$ cat config.mk
export PLATFORM = sky130hd
export DESIGN_NAME = i2s_sample_clock_gen
export DESIGN_NICKNAME = d
export VERILOG_FILES = /design/src/rtl/i2s_gen_pkg.sv /design/src/rtl/i2s_cfg_regs.sv /design/src/rtl/i2s_frame_timer.sv /design/src/rtl/i2s_word_shifter.sv /design/src/rtl/i2s_sample_clock_gen.sv
export SDC_FILE = /design/constraint.sdc
export NUM_CORES = 1
export LEC_CHECK = 0
export BUFFER_PORTS_ARGS = -buffer_cell sky130_fd_sc_hd__buf_2
export CAP_MARGIN = 40
export CORE_ASPECT_RATIO = 0.7
export CORE_UTILIZATION = 30
export CTS_CLUSTER_SIZE = 40
export DETAILED_ROUTE_END_ITERATION = 7
export PLACE_DENSITY = 0.51
export SLEW_MARGIN = 20
export SYNTH_ARGS = -nofsm -noshare
export SYNTH_HDL_FRONTEND = slang
export SYNTH_HIERARCHICAL = 1
export SYNTH_SLANG_ARGS = --single-unit
$ cat constraint.sdc
create_clock -name clk -period 7.89 [get_ports clk]
set_input_delay 2.367 -clock clk [delete_from_list [all_inputs] [get_ports clk]]
set_output_delay 2.367 -clock clk [all_outputs]
set_load 0.05 [all_outputs]
$ cat src/rtl/i2s_gen_pkg.sv
package i2s_gen_pkg;

  // mode register bit positions (decoded by software, so fixed)
  localparam int MODE_RUN_BIT  = 0;
  localparam int MODE_WSEN_BIT = 2;
  localparam int MODE_RISE_BIT = 3;
  localparam int MODE_FALL_BIT = 4;
  localparam int MODE_WORD_BIT = 5;

  typedef enum logic [1:0] {
    SEL_DIV   = 2'd0,
    SEL_MODE  = 2'd1,
    SEL_RIGHT = 2'd2,
    SEL_LEFT  = 2'd3
  } cfg_sel_e;

  typedef struct packed {
    logic run;
    logic ws_en;
    logic irq_rise;
    logic irq_fall;
    logic irq_word;
  } mode_t;

endpackage

$ cat src/rtl/i2s_cfg_regs.sv
module i2s_cfg_regs
  import i2s_gen_pkg::*;
#(
  parameter int DIV_W   = 8,
  parameter int WORD_W  = 32,
  parameter int DIV_RST = 8
) (
  input  logic              clk,
  input  logic              rst,
  input  logic              we,
  input  logic [1:0]        sel,
  input  logic [WORD_W-1:0] wdata,
  output logic [DIV_W-1:0]  div_q,
  output mode_t             mode_q,
  output logic [WORD_W-1:0] right_q,
  output logic [WORD_W-1:0] left_q,
  output logic              div_wr
);

  logic [WORD_W-1:0] word_q [2];

  assign div_wr = we && (sel == SEL_DIV);

  always_ff @(posedge clk) begin
    if (rst) begin
      div_q  <= DIV_W'(DIV_RST);
      mode_q <= '0;
    end else if (we) begin
      if (sel == SEL_DIV) div_q <= wdata[DIV_W-1:0];
      if (sel == SEL_MODE) begin
        mode_q.run      <= wdata[MODE_RUN_BIT];
        mode_q.ws_en    <= wdata[MODE_WSEN_BIT];
        mode_q.irq_rise <= wdata[MODE_RISE_BIT];
        mode_q.irq_fall <= wdata[MODE_FALL_BIT];
        mode_q.irq_word <= wdata[MODE_WORD_BIT];
      end
    end
  end

  // channel 0 = right (select 2), channel 1 = left (select 3)
  for (genvar ch = 0; ch < 2; ch++) begin : g_word
    always_ff @(posedge clk) begin
      if (rst)
        word_q[ch] <= '0;
      else if (we && (sel == 2'(SEL_RIGHT + ch)))
        word_q[ch] <= wdata;
    end
  end

  assign right_q = word_q[0];
  assign left_q  = word_q[1];

  a_r2_div_low_byte: assert property (@(posedge clk) disable iff (rst)
    div_wr |=> (div_q == $past(wdata[DIV_W-1:0])));

endmodule

$ cat src/rtl/i2s_frame_timer.sv
module i2s_frame_timer #(
  parameter int DIV_W  = 8,
  parameter int WORD_W = 32,
  localparam int FRAME_BITS = 2 * WORD_W,
  localparam int IDX_W      = $clog2(FRAME_BITS)
) (
  input  logic             clk,
  input  logic             rst,
  input  logic             run,
  input  logic             restart,
  input  logic [DIV_W-1:0] div,
  input  logic             rise_en,
  input  logic             fall_en,
  input  logic             word_en,
  output logic [DIV_W-1:0] pre_q,
  output logic [IDX_W-1:0] idx_q,
  output logic [IDX_W-1:0] idx_nxt,
  output logic             tick,
  output logic             irq_q
);

  logic enter_right, enter_left;

  assign tick        = run && !restart && (pre_q == div);
  assign idx_nxt     = (idx_q == IDX_W'(FRAME_BITS - 1)) ? '0 : idx_q + 1'b1;
  assign enter_right = (idx_nxt == IDX_W'(WORD_W));
  assign enter_left  = (idx_nxt == '0);

  always_ff @(posedge clk) begin
    if (rst || !run || restart) begin
      pre_q <= '0;
      idx_q <= '0;
      irq_q <= 1'b0;
    end else if (tick) begin
      pre_q <= '0;
      idx_q <= idx_nxt;
      irq_q <= (rise_en && enter_right) || (fall_en && enter_left) ||
               (word_en && (enter_right || enter_left));
    end else begin
      pre_q <= pre_q + 1'b1;
      irq_q <= 1'b0;
    end
  end

  a_r11_single_pulse: assert property (@(posedge clk) disable iff (rst)
    irq_q |=> !irq_q);

  a_r5_idle_no_irq: assert property (@(posedge clk) disable iff (rst)
    !run |=> !irq_q);

  a_r4_restart_clears: assert property (@(posedge clk) disable iff (rst)
    restart |=> (idx_q == '0) && (pre_q == '0));

endmodule

$ cat src/rtl/i2s_word_shifter.sv
module i2s_word_shifter #(
  parameter int WORD_W = 32,
  localparam int IDX_W = $clog2(2 * WORD_W)
) (
  input  logic              clk,
  input  logic              rst,
  input  logic              hold,
  input  logic              tick,
  input  logic [IDX_W-1:0]  idx_nxt,
  input  logic [WORD_W-1:0] left_word,
  input  logic [WORD_W-1:0] right_word,
  output logic              msb
);

  logic [WORD_W-1:0] sh_q;

  always_ff @(posedge clk) begin
    if (rst)
      sh_q <= '0;
    else if (hold)
      sh_q <= left_word;
    else if (tick) begin
      if (idx_nxt == '0)
        sh_q <= left_word;
      else if (idx_nxt == IDX_W'(WORD_W))
        sh_q <= right_word;
      else
        sh_q <= {sh_q[WORD_W-2:0], 1'b0};
    end
  end

  assign msb = sh_q[WORD_W-1];

  a_r12_hold_loads_left: assert property (@(posedge clk) disable iff (rst)
    hold |=> (sh_q == $past(left_word)));

endmodule

$ cat src/rtl/i2s_sample_clock_gen.sv
module i2s_sample_clock_gen
  import i2s_gen_pkg::*;
#(
  parameter int DIV_W   = 8,
  parameter int WORD_W  = 32,
  parameter int DIV_RST = 8
) (
  input  logic              clk,
  input  logic              rst,
  input  logic              cfg_we,
  input  logic [1:0]        cfg_sel,
  input  logic [WORD_W-1:0] cfg_wdata,
  output logic              sclk_o,
  output logic              ws_o,
  output logic              sd_o,
  output logic              irq_o,
  output logic [1:0]        status_o
);

  localparam int IDX_W = $clog2(2 * WORD_W);

  logic [DIV_W-1:0]  div_q, pre_q;
  logic [IDX_W-1:0]  idx_q, idx_nxt;
  logic [WORD_W-1:0] right_q, left_q;
  logic [DIV_W:0]    half;
  mode_t             mode_q;
  logic              div_wr, tick, msb, hold, in_left;

  i2s_cfg_regs #(.DIV_W(DIV_W), .WORD_W(WORD_W), .DIV_RST(DIV_RST)) i_regs (
    .clk(clk), .rst(rst), .we(cfg_we), .sel(cfg_sel), .wdata(cfg_wdata),
    .div_q(div_q), .mode_q(mode_q), .right_q(right_q), .left_q(left_q),
    .div_wr(div_wr)
  );

  i2s_frame_timer #(.DIV_W(DIV_W), .WORD_W(WORD_W)) i_timer (
    .clk(clk), .rst(rst), .run(mode_q.run), .restart(div_wr), .div(div_q),
    .rise_en(mode_q.irq_rise), .fall_en(mode_q.irq_fall),
    .word_en(mode_q.irq_word), .pre_q(pre_q), .idx_q(idx_q),
    .idx_nxt(idx_nxt), .tick(tick), .irq_q(irq_o)
  );

  assign hold = !mode_q.run || div_wr;

  i2s_word_shifter #(.WORD_W(WORD_W)) i_shift (
    .clk(clk), .rst(rst), .hold(hold), .tick(tick), .idx_nxt(idx_nxt),
    .left_word(left_q), .right_word(right_q), .msb(msb)
  );

  assign half     = ({1'b0, div_q} + 1'b1) >> 1;
  assign in_left  = (idx_q < IDX_W'(WORD_W));
  assign sclk_o   = mode_q.run && ({1'b0, pre_q} >= half);
  assign ws_o     = mode_q.run && mode_q.ws_en && !in_left;
  assign sd_o     = mode_q.run && msb;
  assign status_o = {in_left, ws_o};

endmodule

==> run metrics <==
die width=170.6 um; CTS tree=built; Synthesized Nets=573; Setup CP Type=flip-flop to output port; Layout Cells excl Fill=835; DR iter-0 viols=253; pre-CTS WS=2.944 ns; first-pass GRT wire length=22250 um; area grow syn2layout=18.72%; DIE AREA=0.02047 mm^2; number of remaining DRC errors=0; clk_lat worst skew=0.41 ns; Slew @ Worst Pin=0.7713 ns; final net count=607; Synth cell types=60; drt via density=4.887; final hold violation count=0; combinational share of power=5.0%; Internal=1.278 mW; share of layout cells above drive strength 1=19.26%; clock power share=50.1%; IO Port Bufs=42; crit path capture type=output port; Final Critical Period=4.919 ns; Routed Antenna Nets=0; Finished Core Util=36.94%; Post-Syn Area=0.005968 mm^2; sequential fraction of the synthesis area=52.33%; row count=42; worst-case vdd ir drop=0.1193 mV; Starting Density=31.12%; RSZ-0062 raised after global routing=false; vias=4081; YS warnings=6; status=complete, no violations; highest clock rate=203.3 MHz; TritonRoute pass-1 iters=4; Remaining Overflow, GRT=0; number of flops mapped to enable cells by yosys=64; Post-synth top flop=edfxtp_1; Gate Count Post-Synth=524; Pleak=2.761 nW; period utilization=62.34%; register bit total from synthesis=124; Max-cap violations=0; Slew headroom=48.58%; fin worst setup slack=2.971 ns; FFs w/ async S/R, synth=0%; cts hold-fix bufs=0; gpl congestion=0.7440; crit path max fanout=5; n_diodes=0; Slew Limit Fails=0; Critical Path RT=5.52 ns; clock sinks=124; Max clock buf depth=2; clock root cell=clkbuf_16; vias in the first global route=4087; Hold Path Class=flip-flop to flip-flop; CTS H-tree lvls=4; antenna violations before repair=1; Inst Count DP=803; WL per Instance=16.20 um; largest net degree at the start of global routing=49; sw power=0.3592 mW; Worst-path clk slew=0.06 ns; num ports=43; Post-CTS Setup Inserts=0; arrival time of the worst setup path=2.55 ns; Total Routing Usage GR=14.22%; final setup fails=0; die height=120.0 um; Min Hold Slack=0.4670 ns; dpl hpwl=8630 um; Sw Ratio=21.94%; total CTS buffers=17; Clock Skew=0.009304 ns; Syn Area/Cell=11.39 um^2; PwrDens=231.1 mW/mm^2; sequential power share=44.9%; setup TNS=0 ns; critical path startpoint category=flip-flop; Resized Gates After CTS=0; area of the core=0.01918 mm^2; Routed WL=13520 um
==> registers in the layout (all words and copies together), names as in the netlist <==
name / cells
i_timer/irq_q: 1
i_timer/pre_q: 8
i_timer/idx_q: 6
i_regs/word_q: 64
i_regs/div_q: 8
i_shift/sh_q: 32
i_regs/mode_q: 5
==> cell usage after synthesis (8+ instances only) <==
| cell type | instances | area [um^2] |
|---|---|---|
| a221o_1 | 30 | 300.3 |
| and2_1 | 20 | 125.1 |
| and3_1 | 50 | 312.8 |
| clkbuf_1 | 22 | 82.58 |
| dfxtp_1 | 60 | 1201 |
| edfxtp_1 | 64 | 1922 |
| ha_1 | 12 | 150.1 |
| inv_1 | 8 | 30.03 |
| mux2i_1 | 43 | 430.4 |
| nand2_1 | 36 | 135.1 |
| nand2b_1 | 21 | 131.4 |
| nand3_1 | 44 | 220.2 |
| nor2_1 | 13 | 48.80 |
| xor2_1 | 18 | 157.7 |
==> final timing paths <==
path                       start               end  slack [ns]  cells past startpoint
max              i_regs/div_q[0]            sclk_o        2.97                      9
min          i_regs/word_q[1][8]   i_shift/sh_q[8]        0.47                      1
min reg2reg  i_regs/word_q[1][8]   i_shift/sh_q[8]        0.47                      1
max reg2reg     i_timer/idx_q[0]  i_shift/sh_q[12]        4.49                      9
==> area by class of cell <==
type / instances / area (um^2)
clock buffer: 20 / 466.7
clock inverter: 12 / 158.9
fill: 1867 / 12100
inverter: 9 / 46.29
multi-input combinational: 354 / 2623
sequential: 124 / 3123
tap: 264 / 330.3
timing repair buffer: 52 / 337.8
==> through the flow <==
stage	instance area [um^2]	power [mW]
after detailed placement	6460	0.8308
after global routing	7086	1.694
after global placement	6370	0.8238
final	7086	1.637
after CTS	7086	1.655
after floorplan	5968	0.7909
==> power groups by stage <==
| stage | registers (mW) | logic, mW | clock network [mW] |
|---|---|---|---|
| 2_1_floorplan | 0.742 | 0.0489 | 0 |
| 3_3_place_gp | 0.748 | 0.0757 | 0 |
| 3_5_place_dp | 0.748 | 0.0829 | 0 |
| 4_1_cts | 0.734 | 0.0832 | 0.837 |
| 5_1_grt | 0.738 | 0.0906 | 0.865 |
| 6_report | 0.735 | 0.0820 | 0.821 |
==> per-layer routing <==
metal | vias to the layer above | global-route usage [%] | share of wire, %
met5 | - | 0 | 0.074
met4 | 2 | 3.941 | 0.72
met3 | 10 | 3.529 | 3.4
met2 | 56 | 20.64 | 43
met1 | 1991 | 20.70 | 53
li1 | 2022 | - | -
==> cells in the final DEF, fill, tap and decap left out, types with 6 or more instances in the layout <==
master | Yosys | final
inv_1 | 8 | 8
buf_4 | 4 | 6
nand2b_1 | 21 | 21
and2_1 | 20 | 20
nor2_1 | 13 | 13
a221o_1 | 30 | 30
and3_1 | 50 | 50
clkbuf_16 | 0 | 17
xor2_1 | 18 | 18
nand2_1 | 36 | 36
buf_2 | 6 | 42
edfxtp_1 | 64 | 64
nand3_1 | 44 | 44
mux2i_1 | 43 | 43
ha_1 | 12 | 12
dfxtp_1 | 60 | 60
==> critical path, cell delays in order (launching register included) <==
cell and delay, ns:
dfxtp_1 0.41, ha_1 0.21, nand3_1 0.14, nor2_1 0.21, nand3_1 0.11, ha_1 0.30
nand2_1 0.07, a211o_1 0.26, o2bb2ai_1 0.15, buf_2 0.28
==> kinds of logic (layout without fill, tap and decap cells) <==
| family | Yosys count | in the layout | synth area share (%) |
|---|---|---|---|
| multiplexers | 44 | 44 | 7.400 |
| AND/OR/NAND/NOR | 213 | 213 | 20.92 |
| flip-flops | 124 | 124 | 52.33 |
| adder cells (fa/ha/maj) | 12 | 12 | 2.516 |
| buffers and inverters | 46 | 93 | 4.004 |
| XOR/XNOR | 23 | 23 | 3.375 |
| AO/OA/AOI/OAI | 62 | 62 | 9.455 |
No activity file was read; power rests on OpenSTA's default activity.
